### src/rtl/adcif_pkg.sv
package adcif_pkg;
  typedef enum logic {
    MODE_WAIT   = 1'b0,
    MODE_NOWAIT = 1'b1
  } rdmode_e;

  function automatic int unsigned cnt_width(input int unsigned n);
    return (n > 1) ? $clog2(n) : 1;
  endfunction
endpackage

### src/rtl/adcif_strobe.sv
module adcif_strobe (
  input  logic clk,
  input  logic rst,
  input  logic cs_n,
  input  logic rd_n,
  output logic strobe,
  output logic strobe_prev,
  output logic strobe_rise,
  output logic strobe_fall,
  output logic cs_fall,
  output logic release_edge
);
  logic cs_q, rd_q;

  always_ff @(posedge clk) begin
    if (rst) begin
      cs_q <= 1'b1;
      rd_q <= 1'b1;
    end else begin
      cs_q <= cs_n;
      rd_q <= rd_n;
    end
  end

  assign strobe       = ~cs_n & ~rd_n;
  assign strobe_prev  = ~cs_q & ~rd_q;
  assign strobe_rise  = strobe & ~strobe_prev;
  assign strobe_fall  = ~strobe & strobe_prev;
  assign cs_fall      = ~cs_n & cs_q;
  assign release_edge = (cs_n & ~cs_q) | (rd_n & ~rd_q);
endmodule

### src/rtl/adcif_timer.sv
module adcif_timer #(
  parameter int unsigned CONV_CYC = 16
) (
  input  logic clk,
  input  logic rst,
  input  logic start,
  output logic busy,
  output logic finish
);
  localparam int unsigned CW = adcif_pkg::cnt_width(CONV_CYC);
  localparam logic [CW-1:0] LOAD = CW'(CONV_CYC - 1);

  logic [CW-1:0] cnt;

  assign finish = busy && (cnt == '0);

  always_ff @(posedge clk) begin
    if (rst) begin
      busy <= 1'b0;
      cnt  <= '0;
    end else if (start && !busy) begin
      busy <= 1'b1;
      cnt  <= LOAD;
    end else if (finish) begin
      busy <= 1'b0;
    end else if (busy) begin
      cnt <= cnt - 1'b1;
    end
  end

  // every conversion begins from the full count
  assert_full_load_R8: assert property (@(posedge clk) disable iff (rst)
    $rose(busy) |-> (cnt == LOAD));
endmodule

### src/rtl/adcif_datapath.sv
module adcif_datapath #(
  parameter int unsigned NCH = 4,
  parameter int unsigned W   = 8,
  localparam int unsigned AW = adcif_pkg::cnt_width(NCH)
) (
  input  logic            clk,
  input  logic            rst,
  input  logic [NCH*W-1:0] samples,
  input  logic [AW-1:0]   addr,
  input  logic            ch_load,
  input  logic            capture,
  output logic [AW-1:0]   ch,
  output logic [W-1:0]    result
);
  logic [W-1:0] lane [NCH];

  for (genvar g = 0; g < NCH; g++) begin : g_lane
    assign lane[g] = samples[g*W +: W];
  end

  always_ff @(posedge clk) begin
    if (rst) begin
      ch     <= '0;
      result <= '0;
    end else begin
      if (ch_load) ch <= addr;
      if (capture) result <= lane[ch];
    end
  end
endmodule

### src/rtl/adcif_top.sv
module adcif_top #(
  parameter int unsigned NCH      = 4,
  parameter int unsigned W        = 8,
  parameter int unsigned CONV_CYC = 16,
  localparam int unsigned AW      = adcif_pkg::cnt_width(NCH)
) (
  input  logic             clk,
  input  logic             rst,
  input  logic             cs_n,
  input  logic             rd_n,
  input  logic [AW-1:0]    addr,
  input  logic             mode_nowait,
  input  logic [NCH*W-1:0] samples,
  output logic [W-1:0]     data_out,
  output logic             data_oe,
  output logic             rdy_oe,
  output logic             int_n,
  output logic             addr_err
);
  import adcif_pkg::*;

  rdmode_e md;
  logic nowait;
  logic strobe, strobe_prev, strobe_rise, strobe_fall, cs_fall, release_edge;
  logic start, busy, fin, fresh;
  logic [AW-1:0] ch;

  assign md     = rdmode_e'(mode_nowait);
  assign nowait = (md == MODE_NOWAIT);

  adcif_strobe u_strobe (
    .clk, .rst, .cs_n, .rd_n,
    .strobe, .strobe_prev, .strobe_rise, .strobe_fall, .cs_fall, .release_edge
  );

  // wait mode converts on strobe entry, no-wait mode on strobe exit
  assign start = ~busy & (nowait ? strobe_fall : strobe_rise);

  adcif_timer #(.CONV_CYC(CONV_CYC)) u_timer (
    .clk, .rst, .start, .busy, .finish(fin)
  );

  adcif_datapath #(.NCH(NCH), .W(W)) u_dp (
    .clk, .rst, .samples, .addr,
    .ch_load(start), .capture(fin), .ch, .result(data_out)
  );

  always_ff @(posedge clk) begin
    if (rst) begin
      data_oe  <= 1'b0;
      fresh    <= 1'b0;
      rdy_oe   <= 1'b0;
      int_n    <= 1'b1;
      addr_err <= 1'b0;
    end else begin
      data_oe <= strobe & (nowait | fresh | fin);

      if (!strobe)           fresh <= 1'b0;
      else if (fin && !nowait) fresh <= 1'b1;

      if (nowait || fin)     rdy_oe <= 1'b0;
      else if (cs_n)         rdy_oe <= 1'b0;
      else if (cs_fall)      rdy_oe <= 1'b1;

      if (fin)               int_n <= 1'b0;
      else if (release_edge) int_n <= 1'b1;

      if (!nowait && strobe && strobe_prev && (addr != ch))
        addr_err <= 1'b1;
    end
  end

  assert_rdy_quiet_R6: assert property (@(posedge clk) disable iff (rst)
    nowait |=> !rdy_oe);

  assert_bus_hiz_busy_R2: assert property (@(posedge clk) disable iff (rst)
    !nowait |=> !(data_oe && busy));

  assert_int_fall_R4: assert property (@(posedge clk) disable iff (rst)
    $fell(int_n) |-> (!busy && $past(busy)));

  assert_int_rise_R4: assert property (@(posedge clk) disable iff (rst)
    $rose(int_n) |-> $past(cs_n | rd_n));

  assert_err_sticky_R9: assert property (@(posedge clk) disable iff (rst)
    addr_err |=> addr_err);
endmodule

### config.mk
export PLATFORM = sky130hd
export DESIGN_NAME = adcif_top
export DESIGN_NICKNAME = d
export VERILOG_FILES = /design/src/rtl/adcif_pkg.sv /design/src/rtl/adcif_strobe.sv /design/src/rtl/adcif_timer.sv /design/src/rtl/adcif_datapath.sv /design/src/rtl/adcif_top.sv
export SDC_FILE = /design/constraint.sdc
export NUM_CORES = 1
export LEC_CHECK = 0
export ABC_AREA = 1
export ABC_CLOCK_PERIOD_IN_PS = 1650
export BUFFER_PORTS_ARGS = -buffer_cell sky130_fd_sc_hd__buf_2
export CORE_ASPECT_RATIO = 1.4
export CORE_UTILIZATION = 30
export CTS_CLUSTER_DIAMETER = 120
export CTS_CLUSTER_SIZE = 20
export DETAILED_ROUTE_END_ITERATION = 10
export SLEW_MARGIN = 15
export SYNTH_ARGS = -nofsm -noshare
export SYNTH_HDL_FRONTEND = slang
export SYNTH_SLANG_ARGS = --single-unit
### constraint.sdc
create_clock -name clk -period 1.65 [get_ports clk]
set_input_delay 0.2475 -clock clk [delete_from_list [all_inputs] [get_ports clk]]
set_output_delay 0.2475 -clock clk [all_outputs]
set_load 0.05 [all_outputs]
== Word level (Yosys, flattened, before mapping) ==
Index checks and enable logic that the tools add are counted.

* Add/sub/neg operators: 1
* $mul: 0
* Div/mod/pow operators: 0
* Magnitude comparators: 1
* Equal/unequal tests: 2
* Shift-type cells: 0
* Muxes and demuxes: 11
* Bitwise gates (word level): 20
* Reductions and logical operators: 16

{| class="wikitable"
|+ Operator list
! kind !! number
|-
| 8-bit binary-select mux with 2-bit select || 1
|-
| 8-bit 2-to-1 mux || 2
|-
| 4-bit 2-to-1 mux || 3
|-
| 1-bit bitwise AND || 9
|-
| 1-bit inverter || 7
|-
| 1-bit logical AND || 6
|-
| 2-bit nonzero test || 3
|-
| 1-bit 2-to-1 mux || 5
|-
| 4-bit logical NOT || 1
|-
| 4-bit by 1-bit subtractor with 4-bit output, second input constant || 1
|-
| 3-bit greater-or-equal comparator, second input constant || 1
|-
| 2-bit inverter with 3-bit output || 1
|-
| 1-bit bitwise OR || 3
|-
| 3-bit OR reduction || 1
|-
| 1-bit logical NOT || 2
|-
| 2-bit by 1-bit != test with 1-bit output, second input constant || 1
|-
| 2-bit != test || 1
|-
| 2-bit AND reduction || 1
|-
| 2-bit OR reduction || 1
|-
| 1-bit logical OR || 1
|}

* Bits in registers: 22
* Latch bits: 0
* RAM bits: 0
* Bits in read-only memories: 0
* Input port bits: 39
* Output and inout port bits: 12
* Memories: 0

== Logic depth before layout (Yosys ltp) ==
Gate-level depths: netlist of run 1.

* Depth after elaboration: 9
* Gate-level depth with buffers: 8
* Depth with buffers taken out: 8

== Modules after synthesis ==
From an unflattened synthesis of run 1, not the netlist that was laid out.

* Cell total of the unflattened synthesis: 188
* Area, all modules: 1361.3 sq um

{| class="wikitable"
|+ Modules (own cells, without submodules)
! module !! times used !! cells each !! area each (sq um) !! sequential area each (sq um)
|-
| adcif_datapath || 1 || 95 || 725.7 || 200.2
|-
| adcif_timer || 1 || 38 || 291.5 || 100.1
|-
| adcif_top || 1 || 36 || 235.2 || 100.1
|-
| adcif_strobe || 1 || 19 || 108.9 || 40.0
|}

== Worst setup path before layout of run 1 ==
OpenSTA, ideal clock, no wires.

* Kind: reg2reg
* Start: reg u_timer.cnt[0]
* End: reg u_dp.result[0]
* Arrival time: 1172 ps
* Required time: 1541 ps
* Setup slack: 369 ps
* Cell stages (with the launch flop): 9
* Path buffers: 1
* Cell sequence: dfxtp_1 > inv_1 > ha_1 > nand3_4 > nor2_8 > buf_12 > o211ai_1 > nand2_1 > inv_1

* Word-level cells in the longest chain between the ends: 2

{| class="wikitable"
|+ Ends and longest elaborated chain
! element !! line !! text
|-
| start: declaration || adcif_timer.sv:13 || <nowiki>logic [CW-1:0] cnt;</nowiki>
|-
| start signal: assignment || adcif_timer.sv:27 || <nowiki>cnt <= cnt - 1'b1;</nowiki>
|-
| 4-bit logical NOT || adcif_timer.sv:15 || <nowiki>assign finish = busy && (cnt == '0);</nowiki>
|-
| 1-bit logical AND || adcif_timer.sv:15 ||
|-
| end signal: assignment || adcif_datapath.sv:27 || <nowiki>if (capture) result <= lane[ch];</nowiki>
|-
| end: declaration || adcif_datapath.sv:13 || <nowiki>output logic [W-1:0] result</nowiki>
|}

No other way between the ends.
A chain may end at the register's enable or synchronous reset.

== Final worst setup path of run 1 ==
* Start: reg u_timer.cnt[0]
* End: reg u_dp.result[4]

The elaborated chain is that of the path after synthesis.

==> results.md, run 1 <==
* Max_cap viols at 0
* Distinct cells, synth at 29
* Top-area cell type share of the netlist area at a little over a third
* Syn Nets at 229
* Yosys warning count at 0
* CTS clock-pin slew for the worst setup and hold paths at 0.08 ns
* Die width at 57.0 um
* Worst setup EP type: flip-flop
* Die ar. at 4500 um^2
* Largest net degree at the start of global routing at 20
* CTS root buffer: clkbuf_8
* Initial antenna violation count at 0
* Hold buffer count at cts at 0
* Req. time, crit path at 1.82 ns
* Starting Density at between 30% and 40%
* Post-synthesis register bit count at 22
* Register area share after synthesis at between 30% and 40%
* Async set or reset register ratio after synthesis at 0%
* Max frequency at 710 MHz
* Fin crit period at 1.41 ns
* Hold WS at 0.167 ns
* Share of cells above drive strength 1 at 29.4%
* Clock sinks at 22
* First-pass GRT wire length at roughly 5.1 mm
* Clock buffer depth at 2
* Final hold vios at 0
* Gpl congestion at 0.777
* Sum Neg Setup Slack at 0 ns
* Endpoints failing setup at 0
* I/O pin total at 51
* Worst-skew pair later-pin latency at 0.26 ns
* Routed len/inst at just over 10 um
* Remaining antenna violation count at 0
* WP data arrival at 1.58 ns
* Netlist Area Pre-Place at 1270 um^2
* Post-Syn Instances at approximately 190
* Period Utilization, post-route at 85.4%
* Util after Layout at 39.9%
* Outcome: finished clean
* Largest cells by area after synthesis: dfxtp_1, nor2_1, inv_1
* Residual DRC count at 0
* Tot GR Track Use at 14.2%
* Layout Nets at 280
* Final Max Tran Viols at 0
* Area grow syn2layout at 25.1%
* Fill cells at roughly 470
* First-pass DRT Iterations at 4
* IO buf count at 50
* CP Launch Type: flip-flop
* Gr ovfl total at 0
* Routed via count at 1290
* Total power divided by cell area at 823 nW/um^2
* DR iter-0 viols at 17
* Total core area at approximately 4000 um^2
* HP Class: in -> reg
* Post-CTS Setup Inserts at 0
* Worst-path fanout max at 19
* Mean post-synth cell area at 6.76 um^2
* Vias per std cell at between 4 and 5
* H-tree Lvls at 1
* Post-synth EDFFs at 0
* RSZ-0062 raised after global routing: false
* Post-cts sizing count at 0
* TritonCTS clock tree: done
* # rows at 27
* Vias in the first global route at 1234
* Max VDD drop at 316 uV
* CP Class: reg -> reg
* Worst Skew at 0.00193 ns
* Area leader, netlist: dfxtp_1
* Slew @ Worst Pin at 0.294 ns
* Leakage at 0.852 nW
* Antenna diode count at 0
* Inserted Clock Buffers at 3
* Die Y at 79.0 um
* DP HPWL at 2.23 mm
* Synth Flop Type: dfxtp_1
* Total Wirelength at 2.91 mm
* Relative slew slack at 80.4%
==> area by class of cell <==
class | instances | area, um^2 | area share [%]
multi-input combinational | 129 | 654 | 41.2
tap | 43 | 53.8 | 3.39
sequential | 22 | 440 | 27.7
clock buffer | 4 | 55.1 | 3.46
inverter | 30 | 113 | 7.09
timing repair buffer | 53 | 273 | 17.2
==> Yosys cell counts (2+ instances only) <==
cell and number:
a21oi_2 2, ha_1 2, buf_4 3, o21ai_0 15, dfxtp_1 22, nor2_1 48, nand3_1 5, nand2_2 2
inv_2 4, nand3b_1 2, nand2_1 25, xor2_1 2, inv_1 26, a21oi_1 5, o211ai_1 7, o21ai_1 5
==> sequential cells by signal, summed over array words and instances (netlist names) <==
| register | flops |
|---|---|
| u_dp.ch | 2 |
| u_strobe.rd_q | 1 |
| data_oe | 1 |
| int_n | 1 |
| u_strobe.cs_q | 1 |
| rdy_oe | 1 |
| u_timer.busy | 1 |
| fresh | 1 |
| u_dp.result | 8 |
| u_timer.cnt | 4 |
| addr_err | 1 |
==> routing by layer <==
layer  share of wire (%)  up-vias  global-route usage (%)
li1                    -      688                       -
met2                  51       35                    26.2
met1                  43      562                    16.5
met3                 3.9        5                    1.79
met5                   0        -                       0
met4                 1.8        0                    5.12
==> worst max-delay path, cell delays in order, from the launching register on <==
cell	delay, ns
dfxtp_1	0.30
inv_1	0.14
ha_1	0.23
nand3_4	0.13
nor2_8	0.27
o211ai_1	0.14
nand2_1	0.08
inv_1	0.03
==> cell families after synthesis <==
logic type	Yosys count	share of synthesized area, %
simple gates	87	30.1
fa+ha+maj	2	1.97
compound gates	38	18.0
buf+inv	37	13.8
flops	22	34.7
xor+xnor	2	1.38
==> final timing paths <==
kind	end	start	slack [ns]	depth (start not counted)
setup / recovery	u_dp.result[4]	u_timer.cnt[0]	0.24	7
setup reg to reg	u_dp.result[4]	u_timer.cnt[0]	0.24	7
hold reg to reg	addr_err	addr_err	0.45	2
hold / removal	rdy_oe	mode_nowait	0.17	2
==> per-stage QoR <==
stage,power (mW),cell area (um^2),worst slack [ns],instances
6_report,1.31,1590,0.241,281
5_1_grt,1.39,1590,0.114,281
4_1_cts,1.33,1590,0.224,281
3_5_place_dp,0.933,1530,0.253,277
3_3_place_gp,0.930,1530,0.293,277
2_1_floorplan,0.845,1270,0.369,188
==> cells in the final DEF (no fill, tap or decap), types with 5 or more instances in the layout <==
master | synthesis | final
o211ai_1 | 7 | 7
nand2_1 | 25 | 25
nand3_1 | 5 | 5
inv_1 | 26 | 26
dfxtp_1 | 22 | 22
o21ai_1 | 5 | 5
o21ai_0 | 15 | 15
a21oi_1 | 5 | 5
buf_2 | 1 | 50
nor2_1 | 48 | 48
==> power by group <==
group | total, mW | internal, mW | switching [mW] | leakage (nW)
Clock | 0.389 | 0.213 | 0.177 | 0.0288
Combinational | 0.337 | 0.123 | 0.213 | 0.643
Sequential | 0.582 | 0.563 | 0.0190 | 0.180
Total | 1.31 | 0.899 | 0.409 | 0.852
No activity file was read; power rests on OpenSTA's default activity.
==> inputs of run 2 (changes only) <==
--- a/config.mk
+++ b/config.mk
@@ -9,10 +9,12 @@
 export ABC_CLOCK_PERIOD_IN_PS = 1650
 export BUFFER_PORTS_ARGS = -buffer_cell sky130_fd_sc_hd__buf_2
 export CORE_ASPECT_RATIO = 1.4
-export CORE_UTILIZATION = 30
+export CORE_UTILIZATION = 50
+export CTS_BUF_LIST = sky130_fd_sc_hd__clkbuf_8
 export CTS_CLUSTER_DIAMETER = 120
 export CTS_CLUSTER_SIZE = 20
 export DETAILED_ROUTE_END_ITERATION = 10
+export PLACE_DENSITY = 0.82
 export SLEW_MARGIN = 15
 export SYNTH_ARGS = -nofsm -noshare
 export SYNTH_HDL_FRONTEND = slang
==> run 2 against run 1 <==
Net effect: global-route usage rose by 8.0 points; core utilization grew 26 points; clock power shrank 1%; critical endpoint is now u_dp.result[0].
==> results.md, run 2 (synthesis results as in run 1) <==
* Routed len/inst at 10.1 um (-2.6%)
* Total power divided by cell area at 828 nW/um^2 (+0.61%)
* RSZ-0062 raised after global routing: false
* Largest Register: u_dp.result
* CP Class: reg -> reg
* Sum Neg Setup Slack at 0 ns (unchanged)
* CTS clock-pin slew for the worst setup and hold paths at 0.08 ns (about the same)
* Hold endpoint: rdy_oe
* # rows at 21 (-22%)
* Initial antenna violation count at 0 (unchanged)
* Final Max Tran Viols at 0 (unchanged)
* Commonest non-fill, non-tap cell in the layout: buf_2
* Routed via count at 1320 (+2.3%)
* Worst-skew pair later-pin latency at 0.26 ns (about the same)
* Max VDD drop at 517 uV (+64%)
* Worst-path fanout max at 19 (unchanged)
* R2R depth at 7 (unchanged)
* Final hold vios at 0 (unchanged)
* Tot GR Track Use at 22.2% (+8.0 points)
* Hold Path Depth at 2 (unchanged)
* Remaining antenna violation count at 0 (unchanged)
* Starting Density at 53.1% (+21 points)
* Max reg flops at 8 (unchanged)
* Reg2reg setup slack at 0.23 ns (about the same)
* Worst Skew at 0.00250 ns (+0.000571 ns)
* Crit-path max cell delay at 0.30 ns (about the same)
* H-tree Lvls at 1 (unchanged)
* Slew @ Worst Pin at 0.281 ns (-0.0128 ns)
* Largest registers: u_dp.result (8), u_timer.cnt (4), u_dp.ch (2)
* Req. time, crit path at 1.82 ns (about the same)
* First-pass DRT Iterations at 4 (unchanged)
* Non-filler cells, final at 271 (-3.6%)
* Fin crit period at 1.42 ns (+0.0112 ns)
* WP data arrival at 1.59 ns (about the same)
* Clock sinks at 22 (unchanged)
* Outcome: finished clean
* Max_cap viols at 0 (unchanged)
* Period Utilization, post-route at 86.1% (+0.68 points)
* Gr ovfl total at 0 (unchanged)
* Largest net degree at the start of global routing at 20 (unchanged)
* Endpoints failing setup at 0 (unchanged)
* Worst path depth at 7 (unchanged)
* RR Endpoint: u_dp.result[0]
* Sequence of cells on the critical path: inv_1, ha_1, nand3_4, nor2_8, o211ai_1, nand2_1, inv_1
* DP HPWL at 2.05 mm (-8.0%)
* Die Y at 61.6 um (-22%)
* Fill cells at 228 (-52%)
* RR Startpoint: u_timer.cnt[0]
* IO buf count at 50 (unchanged)
* Vias in the first global route at 1124 (-8.9%)
* Relative slew slack at 81.3% (+0.85 points)
* Post-CTS Setup Inserts at 0 (unchanged)
* Post-cts sizing count at 0 (unchanged)
* Gpl congestion at 0.801 (+3.0%)
* Die width at 44.6 um (-22%)
* CTS root buffer: clkbuf_8
* CP Launch Type: flip-flop
* Total Wirelength at 2.73 mm (-6.1%)
* Residual DRC count at 0 (unchanged)
* Vias per std cell at 4.87 (+6.1%)
* Clock buffer depth at 2 (unchanged)
* Leakage at 0.847 nW (-0.56%)
* Slowest cell on crit path: dfxtp_1
* TritonCTS clock tree: done
* Total core area at 2390 um^2 (-40%)
* Most frequent cells in the layout: buf_2, nor2_1, inv_1, nand2_1, dfxtp_1
* Delay-heaviest family, CP: simple AND/OR/NAND/NOR gates
* Inserted Clock Buffers at 3 (unchanged)
* Antenna diode count at 0 (unchanged)
* Max frequency at 704 MHz (-0.79%)
* Layout Nets at 279 (-0.36%)
* I/O pin total at 51 (unchanged)
* HP Class: in -> reg
* Hold buffer count at cts at 0 (unchanged)
* Hold Crit Start: mode_nowait
* DR iter-0 viols at 44 (+27)
* CP Buf/Inv Count at 2 (unchanged)
* Placed instance count at 267 (-3.6%)
* Worst setup EP type: flip-flop
* Area grow syn2layout at 23.6%
* First-pass GRT wire length at 4.46 mm (-13%)
* Most frequent CP cell: inv_1
* Share of cells above drive strength 1 at 29.1% (-0.30 points)
* Die ar. at 2750 um^2 (-39%)
[run 2: power breakdown]
| part | leakage [nW] | switching, mW | total, mW | internal [mW] |
|---|---|---|---|---|
| sequential | 0.180 | 0.0201 | 0.583 | 0.563 |
| combinational | 0.638 | 0.212 | 0.333 | 0.121 |
| clock | 0.0288 | 0.171 | 0.384 | 0.213 |
[run 2: worst max-delay path by stage]
stage                   start        endpoint  slack (ns)
3_3_place_gp   u_timer.cnt[0]  u_dp.result[5]        0.30
3_5_place_dp   u_timer.cnt[0]  u_dp.result[1]        0.27
4_1_cts        u_timer.cnt[0]  u_dp.result[0]        0.22
6_report       u_timer.cnt[0]  u_dp.result[0]        0.23
2_1_floorplan  u_timer.cnt[0]  u_dp.result[0]        0.37
5_1_grt        u_timer.cnt[0]  u_timer.cnt[0]         0.1
[run 2: worst reg2reg max path, stage by stage (launching register included)]
cell and delay [ns]:
dfxtp_1 0.30, inv_1 0.13, ha_1 0.22, nand3_4 0.12, nor2_8 0.26, o211ai_1 0.16, nand2_1 0.09, inv_1 0.04
[run 2: final cells by class]
class / count / area, um^2 / share of cell area (%)
inverters: 30 / 113 / 7.17
well taps: 34 / 42.5 / 2.71
clock buffers: 4 / 55.1 / 3.51
multi-input cells: 129 / 654 / 41.7
repair buffers: 52 / 265 / 16.9
flip-flops and latches: 22 / 440 / 28.0
[run 2: per-stage QoR]
stage | total power [mW] | instance area (um^2) | util (%) | worst slack (ns) | hold slack (ns)
floorplan | 0.845 | 1270 | - | 0.369 | 0.324
global placement | 0.923 | 1520 | 63.4 | 0.300 | 0.438
detailed placement | 0.928 | 1520 | 63.4 | 0.273 | 0.441
CTS | 1.30 | 1570 | 65.7 | 0.220 | 0.168
global route | 1.37 | 1570 | 65.7 | 0.0952 | 0.167
finish | 1.30 | 1570 | 65.7 | 0.230 | 0.162
[run 2: routing by layer]
layer,GRT usage (%),wire length [um],vias up
met5,0,0,-
met4,10.4,47,0
li1,-,-,694
met1,26.3,1130,586
met3,2.64,120,4
met2,39.5,1430,36
